<file path="src/rtl/txdma_pkg.sv">
package txdma_pkg;
  typedef enum logic [2:0] {
    ST_IDLE, ST_RD_LEN, ST_RD_PTR, ST_RD_BUF, ST_STREAM, ST_WB, ST_ADV
  } walk_st_e;

  localparam logic [2:0] RA_BASE = 3'd0;
  localparam logic [2:0] RA_CNT  = 3'd1;
  localparam logic [2:0] RA_CPU  = 3'd2;
  localparam logic [2:0] RA_DMA  = 3'd3;
  localparam logic [2:0] RA_CTRL = 3'd4;
  localparam logic [2:0] RA_IRST = 3'd5;

  localparam int CTRL_EN   = 0;
  localparam int CTRL_BUSY = 1;
  localparam int CTRL_WB   = 6;
  localparam int CTRL_ERR  = 8;

  localparam int LEN_LSB = 16;
  localparam int LEN_W   = 14;
endpackage

</file>
<file path="src/rtl/txdma_regs.sv">
module txdma_regs
  import txdma_pkg::*;
#(
  parameter int IDX_W = 8
) (
  input  logic             clk_i,
  input  logic             rst_ni,
  input  logic             we_i,
  input  logic [2:0]       addr_i,
  input  logic [31:0]      wdata_i,
  output logic [31:0]      rdata_o,
  input  logic [IDX_W-1:0] dma_idx_i,
  input  logic             busy_i,
  input  logic             err_set_i,
  output logic [31:0]      base_o,
  output logic [IDX_W:0]   cnt_o,
  output logic [IDX_W-1:0] cpu_idx_o,
  output logic             en_o,
  output logic             wb_en_o,
  output logic             err_o,
  output logic             idx_rst_o
);
  logic wr_ctrl;
  assign wr_ctrl   = we_i && (addr_i == RA_CTRL);
  assign idx_rst_o = we_i && (addr_i == RA_IRST) && wdata_i[0];

  always_ff @(posedge clk_i or negedge rst_ni) begin
    if (!rst_ni) begin
      base_o    <= '0;
      cnt_o     <= '0;
      cpu_idx_o <= '0;
      en_o      <= 1'b0;
      wb_en_o   <= 1'b0;
      err_o     <= 1'b0;
    end else begin
      if (we_i && addr_i == RA_BASE) base_o    <= wdata_i;
      if (we_i && addr_i == RA_CNT)  cnt_o     <= wdata_i[IDX_W:0];
      if (we_i && addr_i == RA_CPU)  cpu_idx_o <= wdata_i[IDX_W-1:0];
      if (wr_ctrl) begin
        en_o    <= wdata_i[CTRL_EN];
        wb_en_o <= wdata_i[CTRL_WB];
      end
      if (err_set_i)                       err_o <= 1'b1;
      else if (wr_ctrl && wdata_i[CTRL_ERR]) err_o <= 1'b0;
    end
  end

  always_comb begin
    rdata_o = '0;
    case (addr_i)
      RA_BASE: rdata_o = base_o;
      RA_CNT:  rdata_o = 32'(cnt_o);
      RA_CPU:  rdata_o = 32'(cpu_idx_o);
      RA_DMA:  rdata_o = 32'(dma_idx_i);
      RA_CTRL: begin
        rdata_o[CTRL_EN]   = en_o;
        rdata_o[CTRL_BUSY] = busy_i;
        rdata_o[CTRL_WB]   = wb_en_o;
        rdata_o[CTRL_ERR]  = err_o;
      end
      default: rdata_o = '0;
    endcase
  end

  AST_ERR_FROM_EVENT: assert property (@(posedge clk_i) disable iff (!rst_ni)
    $rose(err_o) |-> $past(err_set_i));
endmodule

</file>
<file path="src/rtl/txdma_serializer.sv">
module txdma_serializer (
  input  logic        clk_i,
  input  logic        rst_ni,
  input  logic        load_i,
  input  logic [31:0] word_i,
  input  logic [2:0]  nbytes_i,
  input  logic        last_i,
  output logic        empty_o,
  output logic [7:0]  tx_data_o,
  output logic        tx_valid_o,
  output logic        tx_last_o,
  input  logic        tx_ready_i
);
  logic [31:0] word_q;
  logic [2:0]  cnt_q;
  logic        last_q;

  assign empty_o    = (cnt_q == 3'd0);
  assign tx_valid_o = !empty_o;
  assign tx_data_o  = word_q[7:0];
  assign tx_last_o  = last_q && (cnt_q == 3'd1);

  always_ff @(posedge clk_i or negedge rst_ni) begin
    if (!rst_ni) begin
      word_q <= '0;
      cnt_q  <= '0;
      last_q <= 1'b0;
    end else if (load_i) begin
      word_q <= word_i;
      cnt_q  <= nbytes_i;
      last_q <= last_i;
    end else if (tx_valid_o && tx_ready_i) begin
      word_q <= word_q >> 8;
      cnt_q  <= cnt_q - 3'd1;
    end
  end

  AST_TX_HOLD: assert property (@(posedge clk_i) disable iff (!rst_ni)
    tx_valid_o && !tx_ready_i |=> tx_valid_o && $stable(tx_data_o) && $stable(tx_last_o));
  AST_LOAD_WHEN_EMPTY: assert property (@(posedge clk_i) disable iff (!rst_ni)
    load_i |-> empty_o);
endmodule

</file>
<file path="src/rtl/txdma_walker.sv">
module txdma_walker
  import txdma_pkg::*;
#(
  parameter int IDX_W = 8
) (
  input  logic             clk_i,
  input  logic             rst_ni,
  input  logic             en_i,
  input  logic             err_i,
  input  logic             wb_en_i,
  input  logic [31:0]      base_i,
  input  logic [IDX_W:0]   cnt_i,
  input  logic [IDX_W-1:0] cpu_idx_i,
  input  logic             idx_rst_i,
  output logic [IDX_W-1:0] dma_idx_o,
  output logic             busy_o,
  output logic             err_set_o,
  output logic             mem_req_o,
  output logic             mem_we_o,
  output logic [31:0]      mem_addr_o,
  output logic [31:0]      mem_wdata_o,
  input  logic             mem_ack_i,
  input  logic             mem_err_i,
  input  logic [31:0]      mem_rdata_i,
  output logic             ser_load_o,
  output logic [31:0]      ser_word_o,
  output logic [2:0]       ser_nbytes_o,
  output logic             ser_last_o,
  input  logic             ser_empty_i
);
  localparam int PAD_W = 32 - IDX_W - 4;

  walk_st_e         state_q;
  logic [31:0]      len_word_q;
  logic [31:0]      buf_q;
  logic [LEN_W-1:0] rem_q;
  logic [IDX_W-1:0] idx_q;

  logic [31:0]      desc_addr;
  logic [IDX_W:0]   idx_inc;
  logic [IDX_W-1:0] idx_next;
  logic [LEN_W-1:0] new_len;
  logic             ack_ok;
  walk_st_e         done_st;

  assign desc_addr = base_i + {{PAD_W{1'b0}}, idx_q, 4'b0000};
  assign idx_inc   = {1'b0, idx_q} + 1'b1;
  assign idx_next  = (idx_inc >= cnt_i) ? '0 : idx_inc[IDX_W-1:0];
  assign new_len   = mem_rdata_i[LEN_LSB +: LEN_W];
  assign ack_ok    = mem_ack_i && !mem_err_i;
  assign done_st   = wb_en_i ? ST_WB : ST_ADV;

  assign dma_idx_o = idx_q;
  assign busy_o    = (state_q != ST_IDLE);
  assign mem_req_o = (state_q == ST_RD_LEN) || (state_q == ST_RD_PTR) ||
                     (state_q == ST_RD_BUF) || (state_q == ST_WB);
  assign mem_we_o  = (state_q == ST_WB);
  assign mem_wdata_o = {1'b1, len_word_q[30:0]};
  assign err_set_o = mem_req_o && mem_ack_i && mem_err_i;

  always_comb begin
    case (state_q)
      ST_RD_PTR: mem_addr_o = desc_addr;
      ST_RD_BUF: mem_addr_o = buf_q;
      default:   mem_addr_o = desc_addr + 32'd4;
    endcase
  end

  assign ser_load_o   = (state_q == ST_RD_BUF) && ack_ok;
  assign ser_word_o   = mem_rdata_i;
  assign ser_nbytes_o = (rem_q >= LEN_W'(4)) ? 3'd4 : rem_q[2:0];
  assign ser_last_o   = (rem_q <= LEN_W'(4));

  always_ff @(posedge clk_i or negedge rst_ni) begin
    if (!rst_ni)                   idx_q <= '0;
    else if (idx_rst_i)            idx_q <= '0;
    else if (state_q == ST_ADV)    idx_q <= idx_next;
  end

  always_ff @(posedge clk_i or negedge rst_ni) begin
    if (!rst_ni) begin
      state_q    <= ST_IDLE;
      len_word_q <= '0;
      buf_q      <= '0;
      rem_q      <= '0;
    end else begin
      case (state_q)
        ST_IDLE:
          if (en_i && !err_i && (idx_q != cpu_idx_i)) state_q <= ST_RD_LEN;
        ST_RD_LEN:
          if (mem_ack_i) begin
            if (mem_err_i) state_q <= ST_IDLE;
            else begin
              len_word_q <= mem_rdata_i;
              rem_q      <= new_len;
              state_q    <= (new_len == '0) ? done_st : ST_RD_PTR;
            end
          end
        ST_RD_PTR:
          if (mem_ack_i) begin
            if (mem_err_i) state_q <= ST_IDLE;
            else begin
              buf_q   <= mem_rdata_i;
              state_q <= ST_RD_BUF;
            end
          end
        ST_RD_BUF:
          if (mem_ack_i) begin
            if (mem_err_i) state_q <= ST_IDLE;
            else begin
              rem_q   <= rem_q - LEN_W'(ser_nbytes_o);
              buf_q   <= buf_q + 32'd4;
              state_q <= ST_STREAM;
            end
          end
        ST_STREAM:
          if (ser_empty_i) state_q <= (rem_q == '0) ? done_st : ST_RD_BUF;
        ST_WB:
          if (mem_ack_i) state_q <= mem_err_i ? ST_IDLE : ST_ADV;
        ST_ADV:
          state_q <= ST_IDLE;
        default:
          state_q <= ST_IDLE;
      endcase
    end
  end

  AST_REQ_HOLD: assert property (@(posedge clk_i) disable iff (!rst_ni)
    mem_req_o && !mem_ack_i && !idx_rst_i |=> mem_req_o && $stable(mem_addr_o) && $stable(mem_we_o));
  AST_ERR_HALT: assert property (@(posedge clk_i) disable iff (!rst_ni)
    err_set_o |=> !busy_o);
  AST_WB_DONE: assert property (@(posedge clk_i) disable iff (!rst_ni)
    mem_req_o && mem_we_o |-> mem_wdata_o[31] && wb_en_i);
endmodule

</file>
<file path="src/rtl/txdma_ring_engine.sv">
module txdma_ring_engine #(
  parameter int IDX_W = 8
) (
  input  logic        clk_i,
  input  logic        rst_ni,
  input  logic        reg_we_i,
  input  logic [2:0]  reg_addr_i,
  input  logic [31:0] reg_wdata_i,
  output logic [31:0] reg_rdata_o,
  output logic        mem_req_o,
  output logic        mem_we_o,
  output logic [31:0] mem_addr_o,
  output logic [31:0] mem_wdata_o,
  input  logic        mem_ack_i,
  input  logic        mem_err_i,
  input  logic [31:0] mem_rdata_i,
  output logic [7:0]  tx_data_o,
  output logic        tx_valid_o,
  output logic        tx_last_o,
  input  logic        tx_ready_i
);
  logic [31:0]      base;
  logic [IDX_W:0]   cnt;
  logic [IDX_W-1:0] cpu_idx, dma_idx;
  logic             en, wb_en, err, idx_rst, busy, err_set;
  logic             ser_load, ser_last, ser_empty;
  logic [31:0]      ser_word;
  logic [2:0]       ser_nbytes;

  txdma_regs #(.IDX_W(IDX_W)) u_regs (
    .clk_i, .rst_ni,
    .we_i(reg_we_i), .addr_i(reg_addr_i), .wdata_i(reg_wdata_i), .rdata_o(reg_rdata_o),
    .dma_idx_i(dma_idx), .busy_i(busy), .err_set_i(err_set),
    .base_o(base), .cnt_o(cnt), .cpu_idx_o(cpu_idx),
    .en_o(en), .wb_en_o(wb_en), .err_o(err), .idx_rst_o(idx_rst)
  );

  txdma_walker #(.IDX_W(IDX_W)) u_walker (
    .clk_i, .rst_ni,
    .en_i(en), .err_i(err), .wb_en_i(wb_en), .base_i(base), .cnt_i(cnt),
    .cpu_idx_i(cpu_idx), .idx_rst_i(idx_rst),
    .dma_idx_o(dma_idx), .busy_o(busy), .err_set_o(err_set),
    .mem_req_o, .mem_we_o, .mem_addr_o, .mem_wdata_o,
    .mem_ack_i, .mem_err_i, .mem_rdata_i,
    .ser_load_o(ser_load), .ser_word_o(ser_word), .ser_nbytes_o(ser_nbytes),
    .ser_last_o(ser_last), .ser_empty_i(ser_empty)
  );

  txdma_serializer u_ser (
    .clk_i, .rst_ni,
    .load_i(ser_load), .word_i(ser_word), .nbytes_i(ser_nbytes), .last_i(ser_last),
    .empty_o(ser_empty),
    .tx_data_o, .tx_valid_o, .tx_last_o, .tx_ready_i
  );

  AST_NO_REQ_WHEN_IDLE: assert property (@(posedge clk_i) disable iff (!rst_ni)
    !busy |-> !mem_req_o && !tx_valid_o);
endmodule

</file>
<file path="config.mk">
export PLATFORM = sky130hd
export DESIGN_NAME = txdma_ring_engine
export DESIGN_NICKNAME = d
export VERILOG_FILES = /design/src/rtl/txdma_pkg.sv /design/src/rtl/txdma_regs.sv /design/src/rtl/txdma_serializer.sv /design/src/rtl/txdma_walker.sv /design/src/rtl/txdma_ring_engine.sv
export SDC_FILE = /design/constraint.sdc
export NUM_CORES = 1
export LEC_CHECK = 0
export BUFFER_PORTS_ARGS = -buffer_cell sky130_fd_sc_hd__buf_2
export CORE_MARGIN = 5
export CORE_UTILIZATION = 46
export DETAILED_ROUTE_END_ITERATION = 7
export GPL_TIMING_DRIVEN = 0
export PLACE_DENSITY = 0.67
export SLEW_MARGIN = 20
export SYNTH_ARGS = -nofsm -noshare
export SYNTH_HDL_FRONTEND = slang
export SYNTH_SLANG_ARGS = --single-unit
</file>
<file path="constraint.sdc">
create_clock -name clk_i -period 5.38 [get_ports clk_i]
set_input_delay 0.538 -clock clk_i [delete_from_list [all_inputs] [get_ports clk_i]]
set_output_delay 0.538 -clock clk_i [all_outputs]
set_load 0.1 [all_outputs]
</file>
# Word-level counts from Yosys, hierarchy flattened
# Cells that the tools add are included.
# W data, S select, Z words.
[word_totals]
regBits = 176
input_bits = 73
out_inout_bits = 108
word_cells = 123
[op_classes]
add_sub_neg = 6
magnitude_cmp = 3
n_eq_ne = 22
muxes = 41
bitwise = 1
n_reduce_logical = 36
[ops]
columns = ["cell", "n"]
rows = [
  ["$mux W32", 6],
  ["$pmux W32 S2", 2],
  ["$add A32 B3 Y32 const B", 2],
  ["$mux W14", 4],
  ["$mux W3", 14],
  ["$add A32 B12 Y32", 1],
  ["$logic_not A14 Y1", 2],
  ["$pmux W14 S2", 1],
  ["$mux W8", 3],
  ["$mux W23", 1],
  ["$pmux W3 S6", 1],
  ["$pmux W4 S4", 1],
  ["$eq A3 B3 Y1 const B", 5],
  ["$logic_and A1 B1 Y1", 15],
  ["$ge A14 B3 Y1 const B", 1],
  ["$le A14 B3 Y1 const B", 1],
  ["$sub A14 B3 Y14", 1],
  ["$eq A3 B2 Y1 const B", 4],
  ["$ne A2 B2 Y1 const B", 6],
  ["$pmux W2 S5", 1],
  ["$reduce_and A5 Y1", 2],
  ["$reduce_bool A2 Y1", 5],
  ["$add A8 B1 Y9 const B", 1],
  ["$eq A3 B1 Y1 const B", 3],
  ["16 further kinds", 26],
]

# Longest topological paths before layout
[logic_depth]
ltp_word = 7
ltp_mapped = 13
depth_no_buf = 11

# Cells and area by module
# Synthesis repeated with hierarchy kept, for this count alone.
[unflattened]
hier_cells = 1305
area_unflattened_um2 = 11939.0
[modules_own_cells]
columns = ["module", "n_inst", "cells_each", "area_each_um2", "seq_area_each_um2"]
rows = [
  ["txdma_walker", 1, 947, 7512.2, 2202.1],
  ["txdma_regs", 1, 180, 2532.4, 1301.2],
  ["txdma_serializer", 1, 178, 1894.3, 900.9],
]

# Least setup slack after synthesis
# No wires, ideal clock.
[synth_path]
path_type = "register -> output"
start = "register u_walker.idx_q[0], in the netlist u_walker.dma_idx_o[0]"
end = "output mem_addr_o[27]"
arrival_time_ns = 5.195
required_time_ns = 4.842
slack_ns = -0.353
path_stages_with_launch = 13
n_path_buf = 1
path_cell_list = "dfrtp_1 ha_1 fa_1 a211oi_2 or2_1 buf_6 a211oi_1 xnor2_1 and3_1 nand4_4 nor3_4 a21oi_1 o31ai_1"
[synth_via]
elab_chain_len = 3
[synth_lines]
columns = ["element", "line", "source"]
rows = [
  ["from (decl)", "txdma_walker.sv:37", "logic [IDX_W-1:0] idx_q;"],
  ["from (signal assigned)", "txdma_walker.sv:77", "else if (state_q == ST_ADV) idx_q <= idx_next;"],
  ["$add A32 B12 Y32 (*)", "txdma_walker.sv:46", "assign desc_addr = base_i + {{PAD_W{1'b0}}, idx_q, 4'b0000};"],
  ["$add A32 B3 Y32", "txdma_walker.sv:65", "default: mem_addr_o = desc_addr + 32'd4;"],
  ["$pmux W32 S2 (*)", "txdma_walker.sv:62", "case (state_q)"],
  ["to (decl)", "txdma_ring_engine.sv:12", "output logic [31:0] mem_addr_o,"],
]
# Mark *: on every way between the ends. The rest lies on a longest branch, timed or not.

# Final worst setup path
[layout_path]
start = "register u_walker.idx_q[0], in the netlist u_walker.dma_idx_o[0]"
end = "output mem_addr_o[30]"
# The elaborated chain is that of the path after synthesis.

==> results.md <==
* Status: finished, final reports clean
* Cell type with the largest total area after synthesis: dfrtp_1
* Die width at approximately 170 µm
* Post-DR wirelength/cell at 19.5 µm
* Pre-CTS WS at 0.690 ns
* DRT iter0 DRCs at 1,132
* Final GP Congestion at 0.925
* Post-cts sizing count at 0
* Layout cells sized above 1 at 19.8%
* Worst path buffer plus inverter count at 1
* TritonCTS Buffers at 17
* I/O pin count at 181
* Routed Antenna Nets at 0
* MaxCap Viol Count at 0
* Worst skew pair latency at 0.44 ns
* Clock Path Buffers at 2
* Kind of cell adding the most delay to the critical path: simple AND/OR/NAND/NOR gates
* First-pass GRT wire length at 58.4 mm
* Mean post-synth cell area at 8.34 µm²
* Final max-slew violation count at 0
* EDFF count, synth at 0
* CP Depth at 12
* Peak Freq at 0.196 GHz
* Commonest cells in the netlist: 272 x nand2_1, 176 x dfrtp_1, 108 x nor2_1
* Most used cell, CP: nor3_1
* ANT cells at 0
* CP Data Required Time at 4.84 ns
* Clock Tree Root: clkbuf_16
* Initial antenna violation count at 1
* Setup Crit Path Kind: register to output pin
* Largest net degree at the start of global routing at between 90 and 100
* Most common cell in the synthesized netlist: nand2_1
* Worst Setup End Kind: output pin
* Via density at 5.85
* RSZ-0062 raised after global routing: false
* Clock Sinks at between 150 and 200
* Most used DFF post-synth: dfrtp_1
* Mapped Cells at 1,368
* Syn_nets at approximately 1,500
* Main area contributors after synthesis: dfrtp_1 39%, nand2_1 9.0%, mux2_2 4.2%
* Async set or reset register ratio after synthesis at 100%
* Gr usage total at 25.8%
* Area Overhead vs Synth at 17.6%
* Die footprint at 28,000 µm²
* Setup TNS at 0 ns
* Cell area after synthesis at 11,400 µm²
* DRC Markers at 0
* Core area at 24,400 µm²
* CTS clk-pin slew, worst paths at 0.08 ns
* Worst clock skew at 0.0104 ns
* Final Cycle Share at 94.8%
* Final HPWL DP at 28.0 mm
* Row cnt at 57
* Final worst slack at 0.278 ns
* Slowest cell on crit path: nor3_1
* Post-layout net count at 1,662
* Slew @ Worst Pin at approximately 1.1 ns
* Worst path max stage delay at 0.68 ns
* Pwr Total at 8.82 mW
* Startpoint types: register
* WL final at ~37 mm
* Setup Viol. Count Final at 0
* Initial Utilization at 46.8%
* Die Y at 167 µm
* YS warnings at 0
* DRT Pass-1 Iters at 7
* Sequential fraction of the synthesis area at 38.6%
* Final min period at 5.10 ns
* Grt ovf at 0
* Vias in the first global route at 10,400
* Yosys reg bits at 176
* CTS tree: done
* Slew headroom at a little over a quarter
* CP Max Fanout at 9
* Post-synth top area share at around two fifths
* Max VDD drop at 0.000846 V
* Post-CTS Setup Inserts at 0
* Crit-path cells: ha_1 > fa_1 > a211oi_2 > xor2_1 > nor3_1 > o21ai_0 > nor3_1 > nand4b_4 > nor2_1 > a21oi_1 > o31ai_2 > buf_2
* Register-to-Register Path Depth at 9
* H-tree lvl count at 4
* Cell variety after synth at 84
* Via count at 11,100
* Hold Fails Final Rpt at 0
* Cts hold-fix bufs at 0
* Worst Hold Class: primary input to async pin
* Pleak at just over 6 nW
* Port Buf Inserts at 176
* PwrDens at roughly 660 nW/µm²
* Worst Path Arrival at 4.56 ns
## through the flow
| step | cells | instance area (µm²) | util (%) | hold slack, ns |
|---|---|---|---|---|
| after floorplan | 1368 | 11400 | - | 0.242 |
| after global placement | 1868 | 12700 | 52.1 | 0.453 |
| after detailed placement | 1869 | 12800 | 52.3 | 0.457 |
| after CTS | 1901 | 13400 | 54.9 | 0.114 |
| after global routing | 1901 | 13400 | 55.0 | 0.145 |
| final | 1901 | 13400 | 55.0 | 0.0829 |
## final cells by class
cell class | count | area [µm²]
Fill cell | 2283 | 11000
Multi-Input combinational cell | 1066 | 6490
Sequential cell | 176 | 4400
Timing Repair Buffer | 177 | 918
Clock buffer | 18 | 439
Buffer | 98 | 433
Tap cell | 324 | 405
Clock inverter | 14 | 209
Inverter | 28 | 105
## final timing paths
kind | start | to | slack [ns]
worst max-delay path | u_walker.dma_idx_o[0] | mem_addr_o[30] | 0.28
worst min-delay path | rst_ni | u_ser.word_q[7] | 0.08
worst max register to register | u_walker.buf_q[4] | u_walker.buf_q[31] | 2.26
worst min register to register | u_walker.len_word_q[10] | u_walker.len_word_q[10] | 0.47
max in group asynchronous | rst_ni | u_walker.dma_idx_o[2] | 4.36
min in group clk_i | reg_wdata_i[16] | u_regs.base_o[16] | 0.31
## report_power, final
group	internal, mW	switching [mW]	total (mW)	leakage (nW)
clock network	0.736	0.632	1.37	0.314
registers	1.80	0.496	2.30	2.18
logic	1.15	4.00	5.15	3.61
## layout by cell type, fill, tap and decap left out, drive strengths merged, types with 36 or more instances in the layout
cell type and n:
o21ai 93, a21oi 93, nand3 42, inv 36
mux2 43, buf 207, dfrtp 176, nor2 109
nand2 272, nor3 41, clkbuf 86
## state kept, by name, indices dropped and copies added (netlist names), 3 cells and up
name                 cells
u_regs.base_o           32
u_regs.cnt_o             9
u_regs.cpu_idx_o         8
u_ser.cnt_q              3
u_ser.word_q            32
u_walker.buf_q          32
u_walker.dma_idx_o       8
u_walker.len_word_q     31
u_walker.rem_q          14
u_walker.state_q         3
## kinds of logic (layout without fill, tap and decap cells)
family                     after synthesis  in the layout  share of synthesized area (%)
other                                    2              2                         0.0659
xor gates and xnor gates                56             56                           4.37
buffers and inverters                  126            335                           4.72
and+or+nand+nor                        592            592                           24.7
muxes                                   62             62                           6.57
DFF                                    176            176                           38.6
adders and majority gates               25             25                           2.81
AOI/OAI and AO/OA                      329            329                           18.2
## routing by layer
metal  routed length [µm]  part of all wire, %  vias up  GRT usage, %
met5                    7                0.019        -             0
met4                  904                  2.4        2          7.13
met3                 2830                  7.7       69          4.90
met2                16800                   45      475          40.0
met1                16400                   44     5373          37.3
li1                     -                    -     5197             -
(Power assumes the default switching activity.)
